==> src/rtl/seg_pkg.sv <==
package seg_pkg;

    localparam int NUM_SEG = 4;
    localparam int SEL_W   = $clog2(NUM_SEG);

    typedef enum logic [1:0] {
        SEG_EXTRA = 2'b00,
        SEG_CODE  = 2'b01,
        SEG_STACK = 2'b10,
        SEG_DATA  = 2'b11
    } seg_id_e;

    typedef enum logic [1:0] {
        ACC_FETCH  = 2'b00,
        ACC_DATA   = 2'b01,
        ACC_STACK  = 2'b10,
        ACC_STRDST = 2'b11
    } acc_kind_e;

    typedef enum logic [2:0] {
        TAG_DIRECT = 3'b000,
        TAG_BX     = 3'b001,
        TAG_SI     = 3'b010,
        TAG_DI     = 3'b011,
        TAG_BP     = 3'b100,
        TAG_SP     = 3'b101,
        TAG_IP     = 3'b110,
        TAG_SPARE  = 3'b111
    } off_tag_e;

    typedef struct packed {
        acc_kind_e kind;
        off_tag_e  tag;
        logic      ov_en;
        seg_id_e   ov_sel;
    } acc_req_t;

    // Base chosen when no override applies.
    function automatic seg_id_e default_seg(acc_kind_e kind, off_tag_e tag);
        seg_id_e id;
        unique case (kind)
            ACC_FETCH:  id = SEG_CODE;
            ACC_STACK:  id = SEG_STACK;
            ACC_STRDST: id = SEG_EXTRA;
            default:    id = (tag == TAG_BP || tag == TAG_SP) ? SEG_STACK : SEG_DATA;
        endcase
        return id;
    endfunction

endpackage

==> src/rtl/seg_bank.sv <==
module seg_bank
    import seg_pkg::*;
#(
    parameter int          SEG_W    = 16,
    parameter logic [15:0] CODE_RST = 16'hFFFF
) (
    input  logic                          clk,
    input  logic                          rst,
    input  logic                          we,
    input  seg_id_e                       wsel,
    input  logic [SEG_W-1:0]              wdata,
    output logic [NUM_SEG-1:0][SEG_W-1:0] seg_q
);

    for (genvar i = 0; i < NUM_SEG; i++) begin : g_seg
        localparam logic [SEG_W-1:0] RST_VAL =
            (i == int'(SEG_CODE)) ? SEG_W'(CODE_RST) : '0;

        always_ff @(posedge clk) begin
            if (rst) begin
                seg_q[i] <= RST_VAL;
            end else if (we && wsel == seg_id_e'(i)) begin
                seg_q[i] <= wdata;
            end
        end
    end

endmodule

==> src/rtl/seg_chooser.sv <==
module seg_chooser
    import seg_pkg::*;
(
    input  acc_req_t req,
    output seg_id_e  sel
);

    always_comb begin
        sel = default_seg(req.kind, req.tag);
        if (req.ov_en && req.kind != ACC_FETCH) begin
            sel = req.ov_sel;
        end
    end

endmodule

==> src/rtl/addr_former.sv <==
module addr_former #(
    parameter int SEG_W  = 16,
    parameter int OFF_W  = 16,
    parameter int SHIFT  = 4,
    localparam int ADDR_W = SEG_W + SHIFT
) (
    input  logic [SEG_W-1:0]  seg,
    input  logic [OFF_W-1:0]  off,
    output logic [ADDR_W-1:0] addr
);

    // Sum is formed at ADDR_W bits, so the top carry falls off.
    always_comb begin
        addr = {seg, {SHIFT{1'b0}}} + ADDR_W'(off);
    end

endmodule

==> src/rtl/seg_addr_gen.sv <==
module seg_addr_gen
    import seg_pkg::*;
#(
    parameter int          SEG_W    = 16,
    parameter int          OFF_W    = 16,
    parameter int          SHIFT    = 4,
    parameter logic [15:0] CODE_RST = 16'hFFFF,
    localparam int ADDR_W = SEG_W + SHIFT
) (
    input  logic              clk,
    input  logic              rst,
    input  logic              seg_we,
    input  logic [1:0]        seg_wsel,
    input  logic [SEG_W-1:0]  seg_wdata,
    input  logic [1:0]        acc_kind,
    input  logic [2:0]        off_tag,
    input  logic              ov_en,
    input  logic [1:0]        ov_sel,
    input  logic [OFF_W-1:0]  offset,
    output logic [ADDR_W-1:0] phys_addr
);

    logic [NUM_SEG-1:0][SEG_W-1:0] seg_q;
    acc_req_t                      req;
    seg_id_e                       sel_id;
    logic [SEG_W-1:0]              base;

    always_comb begin
        req.kind   = acc_kind_e'(acc_kind);
        req.tag    = off_tag_e'(off_tag);
        req.ov_en  = ov_en;
        req.ov_sel = seg_id_e'(ov_sel);
    end

    seg_bank #(
        .SEG_W    (SEG_W),
        .CODE_RST (CODE_RST)
    ) u_bank (
        .clk   (clk),
        .rst   (rst),
        .we    (seg_we),
        .wsel  (seg_id_e'(seg_wsel)),
        .wdata (seg_wdata),
        .seg_q (seg_q)
    );

    seg_chooser u_choose (
        .req (req),
        .sel (sel_id)
    );

    assign base = seg_q[sel_id];

    addr_former #(
        .SEG_W (SEG_W),
        .OFF_W (OFF_W),
        .SHIFT (SHIFT)
    ) u_form (
        .seg  (base),
        .off  (offset),
        .addr (phys_addr)
    );

endmodule

==> config.mk <==
export PLATFORM = sky130hd
export DESIGN_NAME = seg_addr_gen
export DESIGN_NICKNAME = d
export VERILOG_FILES = /design/src/rtl/seg_pkg.sv /design/src/rtl/seg_bank.sv /design/src/rtl/seg_chooser.sv /design/src/rtl/addr_former.sv /design/src/rtl/seg_addr_gen.sv
export SDC_FILE = /design/constraint.sdc
export NUM_CORES = 1
export LEC_CHECK = 0
export ABC_CLOCK_PERIOD_IN_PS = 3400
export BUFFER_PORTS_ARGS = -buffer_cell sky130_fd_sc_hd__buf_2
export CAP_MARGIN = 5
export CORE_MARGIN = 1.5
export CORE_UTILIZATION = 35
export DETAILED_ROUTE_END_ITERATION = 16
export MAX_ROUTING_LAYER = met4
export RECOVER_POWER = 25
export SETUP_SLACK_MARGIN = 0.2
export SKIP_CTS_REPAIR_TIMING = 1
export SYNTH_ARGS = -nofsm -noshare
export SYNTH_HDL_FRONTEND = slang
export SYNTH_SLANG_ARGS = --single-unit
==> constraint.sdc <==
create_clock -name clk -period 3.4 [get_ports clk]
set_input_delay 0 -clock clk [delete_from_list [all_inputs] [get_ports clk]]
set_output_delay 0 -clock clk [all_outputs]
set_load 0.005 [all_outputs]
==> results of run 1 <==
stage by stage:
stage | cells | total power [mW]
after floorplan | 475 | 1.160
after global placement | 647 | 1.352
after detailed placement | 647 | 1.361
after CTS | 663 | 2.084
after global routing | 691 | 2.280
final | 691 | 2.154
how the worst max path moves through the flow:
stage | from | end | slack, ps
after floorplan | acc_kind[0] | phys_addr[18] | 280
after global placement | acc_kind[0] | phys_addr[18] | 80
after detailed placement | acc_kind[0] | phys_addr[18] | 30
after CTS | acc_kind[0] | phys_addr[18] | 2
after global routing | acc_kind[0] | phys_addr[18] | 180
final | acc_kind[0] | phys_addr[18] | 340
power by group through the flow:
stage / clock network (mW) / logic, mW / registers, mW
floorplan: 0 / 0.353 / 0.807
global placement: 0 / 0.541 / 0.811
detailed placement: 0 / 0.549 / 0.812
CTS: 0.738 / 0.551 / 0.795
global route: 0.780 / 0.701 / 0.798
finish: 0.726 / 0.633 / 0.795
cell families after synthesis:
group	synth area share [%]
AND/OR/NAND/NOR	28.68
AO/OA/AOI/OAI	19.83
flip-flops	35.68
buffers and inverters	4.634
adder cells (fa/ha/maj)	5.784
XOR/XNOR	2.683
multiplexers	2.718
layer usage:
metal / GRT usage (%) / part of all wire, %
met1: 23.63 / 45
met2: 30.22 / 48
met3: 3.885 / 5.2
met4: 6.944 / 2.1
met5: - / 0
placed cells by master (no fill, tap or decap), types with 3 or more instances in the layout:
| master | synthesis | routed |
|---|---|---|
| sky130_fd_sc_hd__dlygate4sd3_1 | 0 | 16 |
| sky130_fd_sc_hd__dfxtp_1 | 64 | 64 |
| sky130_fd_sc_hd__nand4_1 | 3 | 3 |
| sky130_fd_sc_hd__and3_1 | 6 | 5 |
| sky130_fd_sc_hd__xor2_1 | 3 | 3 |
| sky130_fd_sc_hd__and2_1 | 10 | 9 |
| sky130_fd_sc_hd__a31oi_1 | 16 | 15 |
| sky130_fd_sc_hd__and2_0 | 5 | 5 |
| sky130_fd_sc_hd__a211oi_2 | 1 | 6 |
| sky130_fd_sc_hd__nor2_1 | 12 | 10 |
| sky130_fd_sc_hd__clkinv_2 | 0 | 3 |
| sky130_fd_sc_hd__buf_4 | 6 | 27 |
| sky130_fd_sc_hd__buf_2 | 7 | 54 |
| sky130_fd_sc_hd__nand3b_1 | 19 | 19 |
| sky130_fd_sc_hd__a211oi_1 | 16 | 11 |
| sky130_fd_sc_hd__mux2i_1 | 6 | 6 |
| sky130_fd_sc_hd__xnor2_1 | 8 | 8 |
| sky130_fd_sc_hd__nand2_1 | 158 | 158 |
| sky130_fd_sc_hd__ha_1 | 15 | 9 |
| sky130_fd_sc_hd__a21o_1 | 7 | 7 |
| sky130_fd_sc_hd__o21a_1 | 6 | 5 |
| sky130_fd_sc_hd__a21oi_1 | 54 | 52 |
| sky130_fd_sc_hd__ha_2 | 0 | 5 |
| sky130_fd_sc_hd__clkbuf_8 | 0 | 10 |
| sky130_fd_sc_hd__nand3_1 | 3 | 3 |
layout make-up:
class	instances	area share, %
multi-input combinational	375	48.75
clock buffer	10	2.984
timing repair buffer	101	14.92
inverter	2	0.1628
sequential	64	27.78
tap	133	3.608
clock inverter	6	1.791
==> impl_results.html, run 1 <==
<table>
<tr><th>Metric</th><th>Value</th></tr>
<tr><th colspan="2">Layout</th></tr>
<tr><td>Top register by number of flip-flops</td><td>u_bank.seg_q</td></tr>
<tr><td>Max reg flops</td><td>64</td></tr>
<tr><td>Ratio of cells with drive above 1 in the final layout</td><td>a little under a quarter</td></tr>
<tr><td>Final nets</td><td>614</td></tr>
<tr><td>Count of antenna diodes in the layout</td><td>0</td></tr>
<tr><td>Fillers</td><td>1005</td></tr>
<tr><td>Area of all sequential standard cells</td><td>1281 um^2</td></tr>
<tr><td>Biggest regs</td><td>u_bank.seg_q x64</td></tr>
<tr><td>Cell area after layout</td><td>4612 um^2</td></tr>
<tr><td>Fin util</td><td>46.75%</td></tr>
<tr><td>Layout overhead on the synthesized area</td><td>28.43%</td></tr>
<tr><td>Combined area of the multi-input logic cells</td><td>2248 um^2</td></tr>
<tr><th colspan="2">Worst setup path</th></tr>
<tr><td>Type of the setup path with the least slack</td><td>input pin to output port</td></tr>
<tr><td>Number of gates on the worst path with buffers counted</td><td>18</td></tr>
<tr><td>Register-to-Register Setup Slack</td><td>2660 ps</td></tr>
<tr><td>Critical path data required time</td><td>~3400 ps</td></tr>
<tr><td>Crit path buf inv count</td><td>5</td></tr>
<tr><td>Data arrival time at the worst-slack endpoint</td><td>3060 ps</td></tr>
<tr><td>Cell-by-cell trace of the critical path</td><td>buf_2 &gt; inv_1 &gt; ha_2 &gt; nor2b_4 &gt; mux2i_4 &gt; buf_12 &gt; buf_4 &gt; and2_1 &gt; a211oi_1 &gt; a31oi_1 &gt; ha_1 &gt; a21o_1 &gt; a21o_1 &gt; nor2_2 &gt; o21a_4 &gt; o22ai_1 &gt; a32o_1 &gt; buf_2</td></tr>
<tr><td>Largest delay contributor family on the critical path</td><td>compound AO/OA/AOI/OAI gates</td></tr>
<tr><td>Slowest stage cell, crit path</td><td>sky130_fd_sc_hd__mux2i_4</td></tr>
<tr><td>Critical register-to-register path endpoint</td><td>u_bank.seg_q[61]</td></tr>
<tr><td>Highest net fanout along the worst path</td><td>7</td></tr>
<tr><td>Startpoint kind of the worst setup timing path</td><td>input pin</td></tr>
<tr><td>Highest cell delay on the worst timing path</td><td>370 ps</td></tr>
<tr><td>Critical Path End Type</td><td>output port</td></tr>
<tr><td>Reg2reg path depth</td><td>2</td></tr>
<tr><td>Launching point of the worst reg2reg path</td><td>u_bank.seg_q[61]</td></tr>
<tr><th colspan="2">STA</th></tr>
<tr><td>Slew @ Worst Pin</td><td>2655 ps</td></tr>
<tr><td>F_max</td><td>327.0 MHz</td></tr>
<tr><td>Worst hold slack after final layout</td><td>0.002266 ps</td></tr>
<tr><td>Tcrit/Tclk final</td><td>89.95%</td></tr>
<tr><td>RSZ-0062 raised after global routing</td><td>true</td></tr>
<tr><td>Final Worst Setup Slack</td><td>341.6 ps</td></tr>
<tr><td>Time the worst path needs with I/O delays and setup</td><td>just over 3000 ps</td></tr>
<tr><td>Layout Skew</td><td>0 ps</td></tr>
<tr><td>Number of max-slew violations in the final report</td><td>65</td></tr>
<tr><td>Final Hold Violating Endpoints</td><td>0</td></tr>
<tr><td>Worst max-slew margin expressed relative to the limit</td><td>-77.02%</td></tr>
<tr><td>Setup violators final</td><td>0</td></tr>
<tr><td>Setup TNS Final</td><td>0 ps</td></tr>
<tr><th colspan="2">Yosys</th></tr>
<tr><td>Main flop type after synthesis</td><td>sky130_fd_sc_hd__dfxtp_1</td></tr>
<tr><td>Most common library cells after synthesis</td><td>158 x sky130_fd_sc_hd__nand2_1, 64 x sky130_fd_sc_hd__dfxtp_1, 54 x sky130_fd_sc_hd__a21oi_1</td></tr>
<tr><td>Mapped Nets</td><td>between 500 and 600</td></tr>
<tr><td>Cell type contributing the most total cell area after synthesis</td><td>sky130_fd_sc_hd__dfxtp_1</td></tr>
<tr><td>Cell types occupying the most area after synthesis</td><td>sky130_fd_sc_hd__dfxtp_1 36%, sky130_fd_sc_hd__nand2_1 17%, sky130_fd_sc_hd__a21oi_1 7.5%</td></tr>
<tr><td>Cell with the most instances after synthesis</td><td>sky130_fd_sc_hd__nand2_1</td></tr>
<tr><td>Post-Syn Instances</td><td>475</td></tr>
<tr><td>Ys async rst share</td><td>0%</td></tr>
<tr><td>Number of distinct standard cells referenced by the synthesized netlist</td><td>between 40 and 50</td></tr>
<tr><td>Post-synthesis instance area</td><td>3591 um^2</td></tr>
<tr><td>Total number of yosys warnings</td><td>0</td></tr>
<tr><td>Synth Area per Inst</td><td>7.560 um^2</td></tr>
<tr><td>Top-area cell type share of the netlist area</td><td>between 30% and 40%</td></tr>
<tr><td>Flip-flop and latch count after synthesis</td><td>64</td></tr>
<tr><td>EDFF count, synth</td><td>0</td></tr>
<tr><td>Register area share after synthesis</td><td>35.68%</td></tr>
<tr><th colspan="2">Placement</th></tr>
<tr><td>Final weighted congestion in routability-driven placement</td><td>0.8150</td></tr>
<tr><td>DPL Wire Length</td><td>6.568 mm</td></tr>
<tr><td>Dpl cell area</td><td>~4000 um^2</td></tr>
<tr><td>Worst slack at placement</td><td>26.16 ps</td></tr>
<tr><td>Count of input and output buffers</td><td>55</td></tr>
<tr><th colspan="2">Floorplan</th></tr>
<tr><td>Core Region</td><td>9864 um^2</td></tr>
<tr><td>Initial Util</td><td>36.40%</td></tr>
<tr><td>I/O pin total</td><td>65</td></tr>
<tr><td>Row cnt</td><td>36</td></tr>
<tr><td>DIE HEIGHT</td><td>104.3 um</td></tr>
<tr><td>Overall die area</td><td>10880 um^2</td></tr>
<tr><td>Die span in x</td><td>104.3 um</td></tr>
<tr><th colspan="2">Detailed routing</th></tr>
<tr><td>DRT antenna net count</td><td>0</td></tr>
<tr><td>Wirelength, routed</td><td>a little under 10 mm</td></tr>
<tr><td>DRC violation count after routing</td><td>0</td></tr>
<tr><td>Routed WL per cell</td><td>14.37 um</td></tr>
<tr><td>Number of iterations in the first detailed-routing pass</td><td>5</td></tr>
<tr><td>Number of vias in the routed layout</td><td>3482</td></tr>
<tr><td>Vias/cell</td><td>5.039</td></tr>
<tr><td>DRC violation total after the first TritonRoute iteration</td><td>around 190</td></tr>
<tr><th colspan="2">GRT</th></tr>
<tr><td>All-Layer GR Usage</td><td>a little under a fifth</td></tr>
<tr><td>Number of global-route vias before repair</td><td>3284</td></tr>
<tr><td>Global-route wire length before repair</td><td>15.90 mm</td></tr>
<tr><td>Number of antenna violations at the first check in global routing</td><td>0</td></tr>
<tr><td>Remaining Overflow, GRT</td><td>0</td></tr>
<tr><td>Pin count of the biggest net entering global routing</td><td>65</td></tr>
<tr><th colspan="2">Worst hold path</th></tr>
<tr><td>Source of the worst hold timing path</td><td>offset[2]</td></tr>
<tr><td>Cell count of the worst hold path</td><td>0</td></tr>
<tr><td>Hold Path End</td><td>phys_addr[2]</td></tr>
<tr><td>Class of the most critical hold timing path</td><td>input pin to output port</td></tr>
<tr><th colspan="2">Power</th></tr>
<tr><td>Sw frac</td><td>29.38%</td></tr>
<tr><td>Power share of the sequential group</td><td>36.9%</td></tr>
<tr><td>Switching component of the power</td><td>0.6328 mW</td></tr>
<tr><td>Static power due to leakage</td><td>1.917 nW</td></tr>
<tr><td>Power per cell area</td><td>467.1 nW/um^2</td></tr>
<tr><td>Share of power burned in combinational logic</td><td>29.4%</td></tr>
<tr><td>Largest vdd supply drop</td><td>0.1927 mV</td></tr>
<tr><td>Internal Power</td><td>1.521 mW</td></tr>
<tr><td>Clock power frac</td><td>approximately a third</td></tr>
<tr><th colspan="2">Clock tree</th></tr>
<tr><td>Deepest clock path buffer count</td><td>2</td></tr>
<tr><td>Cts bufs inserted</td><td>9</td></tr>
<tr><td>Cell at the root of the clock tree</td><td>sky130_fd_sc_hd__clkbuf_8</td></tr>
<tr><td>Max H-tree Level</td><td>3</td></tr>
<tr><td>Clock network latency to the later pin of the worst-skew pair</td><td>340 ps</td></tr>
<tr><td>Clock sinks</td><td>64</td></tr>
<tr><td>TritonCTS clock tree</td><td>done</td></tr>
<tr><th colspan="2">Status</th></tr>
<tr><td>Violations in the final reports</td><td>capacitance limit, slew limit</td></tr>
<tr><td>Result of the run</td><td>finished, violations left</td></tr>
<tr><th colspan="2">Run</th></tr>
<tr><td>Max cap viols</td><td>1</td></tr>
</table>
No activity file was read; power rests on OpenSTA's default activity.
==> run 2, diff against run 1 <==
--- a/config.mk
+++ b/config.mk
@@ -17,4 +17,5 @@
 export SKIP_CTS_REPAIR_TIMING = 1
 export SYNTH_ARGS = -nofsm -noshare
 export SYNTH_HDL_FRONTEND = slang
+export SYNTH_HIERARCHICAL = 1
 export SYNTH_SLANG_ARGS = --single-unit
==> run 2 against run 1 <==
Against the previous run:
- the flow now finishes without violations
- final area rose by 1.6%
- via count down 16%
- combinational power down 6.5%
- clock skew is the same
- worst hold slack is essentially flat
- core utilization decreased by 3.7 points
- total power fell by 10%
- area after synthesis up 9.7%
- first-iteration DRC count is 26% lower
- register-to-register slack improved by 80 ps
- global-route usage decreased by 3.0 points
- largest power group unchanged
==> impl_results.html, run 2 <==
<table>
<tr><th>Metric</th><th>Value</th></tr>
<tr><th colspan="2">Worst setup path</th></tr>
<tr><td>Highest net fanout along the worst path</td><td>8 (+1)</td></tr>
<tr><td>Critical Path End Type</td><td>output port</td></tr>
<tr><td>Type of the setup path with the least slack</td><td>input pin to output port</td></tr>
<tr><td>Data arrival time at the worst-slack endpoint</td><td>3100 ps (+40 ps)</td></tr>
<tr><td>Startpoint kind of the worst setup timing path</td><td>input pin</td></tr>
<tr><td>Reg2reg path depth</td><td>2 (unchanged)</td></tr>
<tr><td>Critical register-to-register path endpoint</td><td>u_bank/seg_q[22]</td></tr>
<tr><td>Launching point of the worst reg2reg path</td><td>u_bank/seg_q[22]</td></tr>
<tr><td>Critical path data required time</td><td>3400 ps (about the same)</td></tr>
<tr><td>Register-to-Register Setup Slack</td><td>2740 ps (+80 ps)</td></tr>
<tr><th colspan="2">Floorplan</th></tr>
<tr><td>Die span in x</td><td>109.1 um (+4.6%)</td></tr>
<tr><td>Core Region</td><td>10890 um^2 (+10%)</td></tr>
<tr><td>Initial Util</td><td>36.16% (-0.24 points)</td></tr>
<tr><td>Overall die area</td><td>11900 um^2 (+9.4%)</td></tr>
<tr><td>Row cnt</td><td>38 (+5.6%)</td></tr>
<tr><td>I/O pin total</td><td>65 (unchanged)</td></tr>
<tr><td>DIE HEIGHT</td><td>109.1 um (+4.6%)</td></tr>
<tr><th colspan="2">Placement</th></tr>
<tr><td>DPL Wire Length</td><td>6.418 mm (-2.3%)</td></tr>
<tr><td>Cell count after placement</td><td>557 (-14%)</td></tr>
<tr><td>Final weighted congestion in routability-driven placement</td><td>0.7987 (-2.0%)</td></tr>
<tr><td>Count of input and output buffers</td><td>55 (unchanged)</td></tr>
<tr><th colspan="2">Yosys</th></tr>
<tr><td>Synth Area per Inst</td><td>10.23 um^2 (+35%)</td></tr>
<tr><td>Number of distinct standard cells referenced by the synthesized netlist</td><td>49 (+11%)</td></tr>
<tr><td>Cell type contributing the most total cell area after synthesis</td><td>sky130_fd_sc_hd__dfxtp_1</td></tr>
<tr><td>Mapped Nets</td><td>445 (-17%)</td></tr>
<tr><td>Main flop type after synthesis</td><td>sky130_fd_sc_hd__dfxtp_1</td></tr>
<tr><td>Post-Syn Instances</td><td>385 (-19%)</td></tr>
<tr><td>Most common library cells after synthesis</td><td>67 x sky130_fd_sc_hd__nand2b_1, 64 x sky130_fd_sc_hd__dfxtp_1, 64 x sky130_fd_sc_hd__mux2i_1</td></tr>
<tr><td>Cell types occupying the most area after synthesis</td><td>sky130_fd_sc_hd__dfxtp_1 33%, sky130_fd_sc_hd__mux2i_1 16%, sky130_fd_sc_hd__nand2b_1 11%</td></tr>
<tr><td>Cell with the most instances after synthesis</td><td>sky130_fd_sc_hd__nand2b_1</td></tr>
<tr><td>Register area share after synthesis</td><td>32.54% (-3.1 points)</td></tr>
<tr><td>Top-area cell type share of the netlist area</td><td>32.54% (-3.1 points)</td></tr>
<tr><td>EDFF count, synth</td><td>0 (unchanged)</td></tr>
<tr><td>Total number of yosys warnings</td><td>6 (+6)</td></tr>
<tr><td>Flip-flop and latch count after synthesis</td><td>64 (unchanged)</td></tr>
<tr><td>Post-synthesis instance area</td><td>3938 um^2 (+9.7%)</td></tr>
<tr><td>Ys async rst share</td><td>0% (unchanged)</td></tr>
<tr><th colspan="2">STA</th></tr>
<tr><td>Final Hold Violating Endpoints</td><td>0 (unchanged)</td></tr>
<tr><td>Worst max-slew margin expressed relative to the limit</td><td>3.304% (+80 points)</td></tr>
<tr><td>Tcrit/Tclk final</td><td>91.30% (+1.3 points)</td></tr>
<tr><td>Layout Skew</td><td>0 ps (unchanged)</td></tr>
<tr><td>Setup violators final</td><td>0 (unchanged)</td></tr>
<tr><td>Slew @ Worst Pin</td><td>1450 ps (-1205 ps)</td></tr>
<tr><td>RSZ-0062 raised after global routing</td><td>false</td></tr>
<tr><td>Time the worst path needs with I/O delays and setup</td><td>3104 ps (+45.85 ps)</td></tr>
<tr><td>F_max</td><td>322.1 MHz (-1.5%)</td></tr>
<tr><td>Setup TNS Final</td><td>0 ps (unchanged)</td></tr>
<tr><td>Number of max-slew violations in the final report</td><td>0 (-100%)</td></tr>
<tr><th colspan="2">Clock tree</th></tr>
<tr><td>TritonCTS clock tree</td><td>done</td></tr>
<tr><td>Clock network latency to the later pin of the worst-skew pair</td><td>340 ps (about the same)</td></tr>
<tr><td>Clock sinks</td><td>64 (unchanged)</td></tr>
<tr><td>Deepest clock path buffer count</td><td>2 (unchanged)</td></tr>
<tr><td>Cts bufs inserted</td><td>9 (unchanged)</td></tr>
<tr><td>Cell at the root of the clock tree</td><td>sky130_fd_sc_hd__clkbuf_8</td></tr>
<tr><td>Max H-tree Level</td><td>3 (unchanged)</td></tr>
<tr><th colspan="2">Power</th></tr>
<tr><td>Power per cell area</td><td>413.9 nW/um^2 (-11%)</td></tr>
<tr><td>Clock power frac</td><td>28.7% (-5.0 points)</td></tr>
<tr><td>PnR Total Power</td><td>1.939 mW (-10%)</td></tr>
<tr><td>Power share of the sequential group</td><td>40.7% (+3.8 points)</td></tr>
<tr><td>Switching component of the power</td><td>0.5722 mW (-9.6%)</td></tr>
<tr><td>Share of power burned in combinational logic</td><td>30.5% (+1.1 points)</td></tr>
<tr><td>Static power due to leakage</td><td>2.000 nW (+4.3%)</td></tr>
<tr><td>Sw frac</td><td>29.50% (+0.13 points)</td></tr>
<tr><td>Largest vdd supply drop</td><td>0.1620 mV (-16%)</td></tr>
<tr><td>Internal Power</td><td>1.367 mW (-10%)</td></tr>
<tr><th colspan="2">Detailed routing</th></tr>
<tr><td>DRC violation total after the first TritonRoute iteration</td><td>136 (-26%)</td></tr>
<tr><td>DRT antenna net count</td><td>0 (unchanged)</td></tr>
<tr><td>Routed WL per cell</td><td>14.89 um (+3.6%)</td></tr>
<tr><td>Number of iterations in the first detailed-routing pass</td><td>4 (-1)</td></tr>
<tr><td>Number of vias in the routed layout</td><td>2934 (-16%)</td></tr>
<tr><td>Vias/cell</td><td>4.956 (-1.6%)</td></tr>
<tr><td>DRC violation count after routing</td><td>0 (unchanged)</td></tr>
<tr><td>Wirelength, routed</td><td>8.815 mm (-11%)</td></tr>
<tr><th colspan="2">Layout</th></tr>
<tr><td>Commonest non-fill, non-tap cells in the layout</td><td>67 x sky130_fd_sc_hd__nand2b_1, 64 x sky130_fd_sc_hd__mux2i_1, 64 x sky130_fd_sc_hd__dfxtp_1</td></tr>
<tr><td>Count of antenna diodes in the layout</td><td>0 (unchanged)</td></tr>
<tr><td>Max reg flops</td><td>64 (unchanged)</td></tr>
<tr><td>Ratio of cells with drive above 1 in the final layout</td><td>24.34% (+0.86 points)</td></tr>
<tr><td>Top register by number of flip-flops</td><td>u_bank/seg_q</td></tr>
<tr><td>Biggest regs</td><td>u_bank/seg_q x64</td></tr>
<tr><td>Most frequent standard cell in the layout excluding fill and tap cells</td><td>sky130_fd_sc_hd__nand2b_1</td></tr>
<tr><td>Layout overhead on the synthesized area</td><td>19.00%</td></tr>
<tr><td>Non-Filler Instances</td><td>592 (-14%)</td></tr>
<tr><td>Final nets</td><td>510 (-17%)</td></tr>
<tr><th colspan="2">GRT</th></tr>
<tr><td>Global-route wire length before repair</td><td>14.17 mm (-11%)</td></tr>
<tr><td>Pin count of the biggest net entering global routing</td><td>52 (-20%)</td></tr>
<tr><td>Remaining Overflow, GRT</td><td>0 (unchanged)</td></tr>
<tr><td>Number of antenna violations at the first check in global routing</td><td>0 (unchanged)</td></tr>
<tr><td>All-Layer GR Usage</td><td>15.99% (-3.0 points)</td></tr>
<tr><td>Number of global-route vias before repair</td><td>2945 (-10%)</td></tr>
<tr><th colspan="2">Worst hold path</th></tr>
<tr><td>Source of the worst hold timing path</td><td>offset[3]</td></tr>
<tr><td>Hold Path End</td><td>phys_addr[3]</td></tr>
<tr><td>Class of the most critical hold timing path</td><td>input pin to output port</td></tr>
<tr><td>Cell count of the worst hold path</td><td>0 (unchanged)</td></tr>
<tr><th colspan="2">Status</th></tr>
<tr><td>Result of the run</td><td>completed</td></tr>
<tr><th colspan="2">Run</th></tr>
<tr><td>Max cap viols</td><td>0 (-1)</td></tr>
</table>
-- run 2: final cells by class --
cell class	count	area, um^2
clock buffers	12	155.1
clock inverters	1	5.005
fillers	1050	6202
inverters	7	26.28
multi-input cells	286	2507
flip-flops and latches	64	1281
well taps	140	175.2
repair buffers	82	535.5
-- run 2: worst max path at each step --
| stage | start | to | slack (ps) | depth (start not counted) |
|---|---|---|---|---|
| finish | acc_kind[0] | phys_addr[18] | 300 | 13 |
| global route | acc_kind[1] | phys_addr[17] | 190 | 13 |
| CTS | acc_kind[1] | phys_addr[14] | 4 | 13 |
| detailed placement | acc_kind[1] | phys_addr[14] | 10 | 13 |
| global placement | acc_kind[1] | phys_addr[14] | 140 | 13 |
| floorplan | acc_kind[1] | phys_addr[14] | 550 | 12 |
-- run 2: kinds of logic (layout without fill, tap and decap cells) --
group / after synthesis / count (layout) / synth area share (%)
adders and majority gates: 15 / 15 / 4.957
xor gates and xnor gates: 9 / 9 / 2.002
buffers and inverters: 35 / 102 / 5.752
DFF: 64 / 64 / 32.54
muxes: 81 / 81 / 26.37
and+or+nand+nor: 145 / 145 / 20.69
AOI/OAI and AO/OA: 36 / 36 / 7.691
-- run 2: worst max-delay path, cell delays in order --
cell                      delay, ps
sky130_fd_sc_hd__buf_2          110
sky130_fd_sc_hd__ha_1           190
sky130_fd_sc_hd__and3b_1        200
sky130_fd_sc_hd__o31ai_4        260
sky130_fd_sc_hd__buf_6          160
sky130_fd_sc_hd__buf_8          150
sky130_fd_sc_hd__mux4_2         550
sky130_fd_sc_hd__ha_1           440
sky130_fd_sc_hd__nand2_1        120
sky130_fd_sc_hd__or3_1          330
sky130_fd_sc_hd__or3_1          320
sky130_fd_sc_hd__nand3_1        110
sky130_fd_sc_hd__buf_2          120
-- run 2: routing by layer --
layer / up-vias / GRT usage [%] / wire (um)
met5: - / - / 0
met4: 0 / 5.545 / 127
met3: 11 / 2.750 / 302
met2: 51 / 25.98 / 4237
met1: 1385 / 20.02 / 4147
li1: 1487 / - / -
-- run 2: power groups by stage --
stage	Combinational [mW]	Sequential, mW	Clock (mW)
after floorplan	0.387	0.802	0
after global placement	0.522	0.805	0
after detailed placement	0.535	0.807	0
after CTS	0.537	0.790	0.573
after global routing	0.650	0.793	0.605
final	0.592	0.790	0.557
-- run 2: per-stage QoR --
step	area (um^2)	util [%]	worst slack [ps]	hold slack [ps]
2_1_floorplan	3938	-	552.0	80.82
3_3_place_gp	4239	38.93	137.9	0.06013
3_5_place_dp	4239	38.93	12.19	0.06013
4_1_cts	4399	40.40	4.031	-81.58
5_1_grt	4686	43.04	187.9	0.01553
6_report	4686	43.04	295.8	0.001819
==> run 3, diff against run 2 <==
--- a/config.mk
+++ b/config.mk
@@ -8,13 +8,16 @@
 export ABC_CLOCK_PERIOD_IN_PS = 3400
 export BUFFER_PORTS_ARGS = -buffer_cell sky130_fd_sc_hd__buf_2
 export CAP_MARGIN = 5
+export CORE_ASPECT_RATIO = 1.2
 export CORE_MARGIN = 1.5
-export CORE_UTILIZATION = 35
+export CORE_UTILIZATION = 57
 export DETAILED_ROUTE_END_ITERATION = 16
 export MAX_ROUTING_LAYER = met4
+export PLACE_DENSITY = 0.81
 export RECOVER_POWER = 25
 export SETUP_SLACK_MARGIN = 0.2
 export SKIP_CTS_REPAIR_TIMING = 1
+export SLEW_MARGIN = 20
 export SYNTH_ARGS = -nofsm -noshare
 export SYNTH_HDL_FRONTEND = slang
 export SYNTH_HIERARCHICAL = 1
==> run 3 against run 2 <==
Against the previous run:
- the flow now finishes with violations (hold timing, capacitance limit, slew limit)
- register-to-register slack lost 40 ps
- core utilization grew 26 points
- worst hold slack lost 50 ps
- critical path depth shrank 1
- routed wire length shrank 8.3%
- clock power grew 21%
- fmax shrank 0.62%
- global-route usage grew 6.6 points
- critical endpoint is now phys_addr[17]
- largest cell class unchanged
==> impl_results.html, run 3 (synthesis gave the netlist of run 2 again) <==
<table>
<tr><th>Metric</th><th>Value</th></tr>
<tr><th colspan="2">Layout</th></tr>
<tr><td>Combined area of the multi-input logic cells</td><td>2514 um^2 (+0.25%)</td></tr>
<tr><td>Ratio of cells with drive above 1 in the final layout</td><td>26.26% (+1.9 points)</td></tr>
<tr><td>Max reg flops</td><td>64 (unchanged)</td></tr>
<tr><td>Count of antenna diodes in the layout</td><td>0 (unchanged)</td></tr>
<tr><td>Area of all sequential standard cells</td><td>1281 um^2 (unchanged)</td></tr>
<tr><td>Layout overhead on the synthesized area</td><td>18.46%</td></tr>
<tr><td>Top register by number of flip-flops</td><td>u_bank/seg_q</td></tr>
<tr><td>Commonest non-fill, non-tap cells in the layout</td><td>67 x sky130_fd_sc_hd__nand2b_1, 64 x sky130_fd_sc_hd__mux2i_1, 64 x sky130_fd_sc_hd__dfxtp_1</td></tr>
<tr><td>Biggest regs</td><td>u_bank/seg_q x64</td></tr>
<tr><td>Most frequent standard cell in the layout excluding fill and tap cells</td><td>sky130_fd_sc_hd__nand2b_1</td></tr>
<tr><td>Fillers</td><td>506 (-52%)</td></tr>
<tr><td>Final nets</td><td>513 (+0.59%)</td></tr>
<tr><th colspan="2">Detailed routing</th></tr>
<tr><td>Met2 Routed Length</td><td>4.069 mm (-4.0%)</td></tr>
<tr><td>Number of iterations in the first detailed-routing pass</td><td>4 (unchanged)</td></tr>
<tr><td>Routed WL per cell</td><td>14.86 um (-0.19%)</td></tr>
<tr><td>Number of vias in the routed layout</td><td>3038 (+3.5%)</td></tr>
<tr><td>DRT antenna net count</td><td>0 (unchanged)</td></tr>
<tr><td>Vias/cell</td><td>5.585 (+13%)</td></tr>
<tr><td>DRC violation total after the first TritonRoute iteration</td><td>130 (-4.4%)</td></tr>
<tr><td>Top layer used by detailed routing</td><td>met4</td></tr>
<tr><td>Wire length on met1</td><td>3.624 mm (-13%)</td></tr>
<tr><td>DRC violation count after routing</td><td>0 (unchanged)</td></tr>
<tr><td>Wirelength, routed</td><td>8.085 mm (-8.3%)</td></tr>
<tr><td>Metal3 WL</td><td>237 um (-22%)</td></tr>
<tr><th colspan="2">Power</th></tr>
<tr><td>Clock power frac</td><td>32.6% (+3.9 points)</td></tr>
<tr><td>Internal Power</td><td>1.493 mW (+9.2%)</td></tr>
<tr><td>Power per cell area</td><td>442.3 nW/um^2 (+6.9%)</td></tr>
<tr><td>Static power due to leakage</td><td>2.030 nW (+1.5%)</td></tr>
<tr><td>Power share of the sequential group</td><td>38.3% (-2.4 points)</td></tr>
<tr><td>Share of power burned in combinational logic</td><td>29.2% (-1.3 points)</td></tr>
<tr><td>Sw frac</td><td>27.64% (-1.9 points)</td></tr>
<tr><td>Largest vdd supply drop</td><td>0.3126 mV (+93%)</td></tr>
<tr><td>Switching component of the power</td><td>0.5701 mW (-0.37%)</td></tr>
<tr><td>PnR Total Power</td><td>2.063 mW (+6.4%)</td></tr>
<tr><th colspan="2">Run</th></tr>
<tr><td>Max cap viols</td><td>1 (+1)</td></tr>
<tr><th colspan="2">Floorplan</th></tr>
<tr><td>DIE HEIGHT</td><td>94.05 um (-14%)</td></tr>
<tr><td>Overall die area</td><td>7417 um^2 (-38%)</td></tr>
<tr><td>Initial Util</td><td>58.15% (+22 points)</td></tr>
<tr><td>I/O pin total</td><td>65 (unchanged)</td></tr>
<tr><td>Die span in x</td><td>78.87 um (-28%)</td></tr>
<tr><td>Core Region</td><td>6771 um^2 (-38%)</td></tr>
<tr><td>Row cnt</td><td>33 (-13%)</td></tr>
<tr><th colspan="2">Worst setup path</th></tr>
<tr><td>Data arrival time at the worst-slack endpoint</td><td>3120 ps (+20 ps)</td></tr>
<tr><td>Highest cell delay on the worst timing path</td><td>540 ps (about the same)</td></tr>
<tr><td>Slowest stage cell, crit path</td><td>sky130_fd_sc_hd__mux4_2</td></tr>
<tr><td>Highest net fanout along the worst path</td><td>3 (-5)</td></tr>
<tr><td>Capture point of the worst path</td><td>phys_addr[17]</td></tr>
<tr><td>Crit path buf inv count</td><td>3 (-1)</td></tr>
<tr><td>Critical Path End Type</td><td>output port</td></tr>
<tr><td>Launching point of the worst reg2reg path</td><td>u_bank/seg_q[26]</td></tr>
<tr><td>Critical path data required time</td><td>3400 ps (about the same)</td></tr>
<tr><td>Startpoint kind of the worst setup timing path</td><td>input pin</td></tr>
<tr><td>Type of the setup path with the least slack</td><td>input pin to output port</td></tr>
<tr><td>Largest delay contributor family on the critical path</td><td>compound AO/OA/AOI/OAI gates</td></tr>
<tr><td>Critical register-to-register path endpoint</td><td>u_bank/seg_q[26]</td></tr>
<tr><td>Reg2reg path depth</td><td>2 (unchanged)</td></tr>
<tr><td>Number of gates on the worst path with buffers counted</td><td>12 (-1)</td></tr>
<tr><td>Beginning of the critical path</td><td>acc_kind[0]</td></tr>
<tr><td>Cell-by-cell trace of the critical path</td><td>buf_2 &gt; ha_1 &gt; and3b_1 &gt; o31ai_4 &gt; buf_4 &gt; mux4_2 &gt; ha_1 &gt; a211oi_2 &gt; o211ai_1 &gt; and2_1 &gt; o311ai_1 &gt; buf_2</td></tr>
<tr><td>Register-to-Register Setup Slack</td><td>2700 ps (-40 ps)</td></tr>
<tr><th colspan="2">Clock tree</th></tr>
<tr><td>Cts bufs inserted</td><td>9 (unchanged)</td></tr>
<tr><td>Clock network latency to the later pin of the worst-skew pair</td><td>320 ps (-20 ps)</td></tr>
<tr><td>Cell at the root of the clock tree</td><td>sky130_fd_sc_hd__clkbuf_8</td></tr>
<tr><td>Deepest clock path buffer count</td><td>2 (unchanged)</td></tr>
<tr><td>TritonCTS clock tree</td><td>done</td></tr>
<tr><td>Clock sinks</td><td>64 (unchanged)</td></tr>
<tr><td>CTS clock-pin slew for the worst setup and hold paths</td><td>approximately 60 ps</td></tr>
<tr><td>Max H-tree Level</td><td>3 (unchanged)</td></tr>
<tr><th colspan="2">STA</th></tr>
<tr><td>Tcrit/Tclk final</td><td>91.87% (+0.57 points)</td></tr>
<tr><td>Layout Skew</td><td>0 ps (unchanged)</td></tr>
<tr><td>Worst hold slack after final layout</td><td>-49.70 ps (-49.71 ps)</td></tr>
<tr><td>Final Hold Violating Endpoints</td><td>4 (+4)</td></tr>
<tr><td>Setup violators final</td><td>0 (unchanged)</td></tr>
<tr><td>F_max</td><td>320.2 MHz (-0.62%)</td></tr>
<tr><td>Worst max-slew margin expressed relative to the limit</td><td>-89.00% (-92 points)</td></tr>
<tr><td>Setup TNS Final</td><td>0 ps (unchanged)</td></tr>
<tr><td>RSZ-0062 raised after global routing</td><td>true</td></tr>
<tr><td>Slew @ Worst Pin</td><td>2835 ps (+1385 ps)</td></tr>
<tr><td>Number of max-slew violations in the final report</td><td>92 (+92)</td></tr>
<tr><td>Time the worst path needs with I/O delays and setup</td><td>3123 ps (+19.24 ps)</td></tr>
<tr><th colspan="2">Placement</th></tr>
<tr><td>Count of input and output buffers</td><td>55 (unchanged)</td></tr>
<tr><td>Final weighted congestion in routability-driven placement</td><td>0.8183 (+2.5%)</td></tr>
<tr><td>DPL Wire Length</td><td>5.590 mm (-13%)</td></tr>
<tr><th colspan="2">GRT</th></tr>
<tr><td>Number of antenna violations at the first check in global routing</td><td>0 (unchanged)</td></tr>
<tr><td>Pin count of the biggest net entering global routing</td><td>92 (+77%)</td></tr>
<tr><td>All-Layer GR Usage</td><td>22.64% (+6.6 points)</td></tr>
<tr><td>Remaining Overflow, GRT</td><td>0 (unchanged)</td></tr>
<tr><td>Number of global-route vias before repair</td><td>2839 (-3.6%)</td></tr>
<tr><td>Global-route wire length before repair</td><td>12.76 mm (-9.9%)</td></tr>
<tr><th colspan="2">Status</th></tr>
<tr><td>Violations in the final reports</td><td>hold timing, capacitance limit, slew limit</td></tr>
<tr><td>Result of the run</td><td>finished, violations left</td></tr>
<tr><th colspan="2">Worst hold path</th></tr>
<tr><td>Class of the most critical hold timing path</td><td>input pin to register</td></tr>
</table>
==> run 3: changes by cell type in the layout (fill, tap and decap cells not counted), sizes merged <==
cell,change
buf,+7
bufinv,+2
clkbuf,-1
clkinv,+1
dlygate4sd3,-4
==> run 3: how the worst min path moves through the flow <==
stage          depth (start not counted)               end     startpoint  slack, ps
2_1_floorplan                          1      phys_addr[0]      offset[0]         80
3_3_place_gp                           0      phys_addr[1]      offset[1]       0.03
3_5_place_dp                           0      phys_addr[1]      offset[1]       0.03
4_1_cts                                3  u_bank/seg_q[23]   seg_wdata[7]        -60
5_1_grt                                0      phys_addr[1]      offset[1]       0.03
6_report                               3  u_bank/seg_q[28]  seg_wdata[12]        -50
==> run 3: worst min-delay path, cell delays in order <==
cell and delay (ps):
sky130_fd_sc_hd__buf_2 90, sky130_fd_sc_hd__nor2_1 40, sky130_fd_sc_hd__mux2i_1 110
==> run 3: layer usage <==
metal  vias to the layer above  GRT usage, %
met5                         -             -
met4                         0         6.871
met3                        11         4.369
met2                        54         37.43
met1                      1469         28.14
li1                       1504             -
==> run 3: cell type report <==
| type | instances | share of cell area (%) |
|---|---|---|
| multi-input cells | 286 | 53.89 |
| repair buffers | 85 | 11.43 |
| inverters | 7 | 0.5633 |
| flip-flops and latches | 64 | 27.47 |
| well taps | 87 | 2.334 |
| clock inverters | 4 | 1.502 |
| clock buffers | 11 | 2.817 |
==> run 3: power by group through the flow <==
stage	clock network, mW	registers [mW]	logic (mW)
final	0.672	0.790	0.602
after global routing	0.714	0.792	0.659
after CTS	0.682	0.789	0.535
after detailed placement	0	0.806	0.533
after global placement	0	0.805	0.517
after floorplan	0	0.802	0.387
==> run 3: per-stage QoR <==
stage,instance area (um^2),util [%],worst slack (ps),instances
after floorplan,3938,-,552.0,385
after global placement,4203,62.07,222.6,508
after detailed placement,4203,62.07,136.1,508
after CTS,4404,65.04,125.3,523
after global routing,4664,68.88,115.2,544
final,4664,68.88,276.6,544
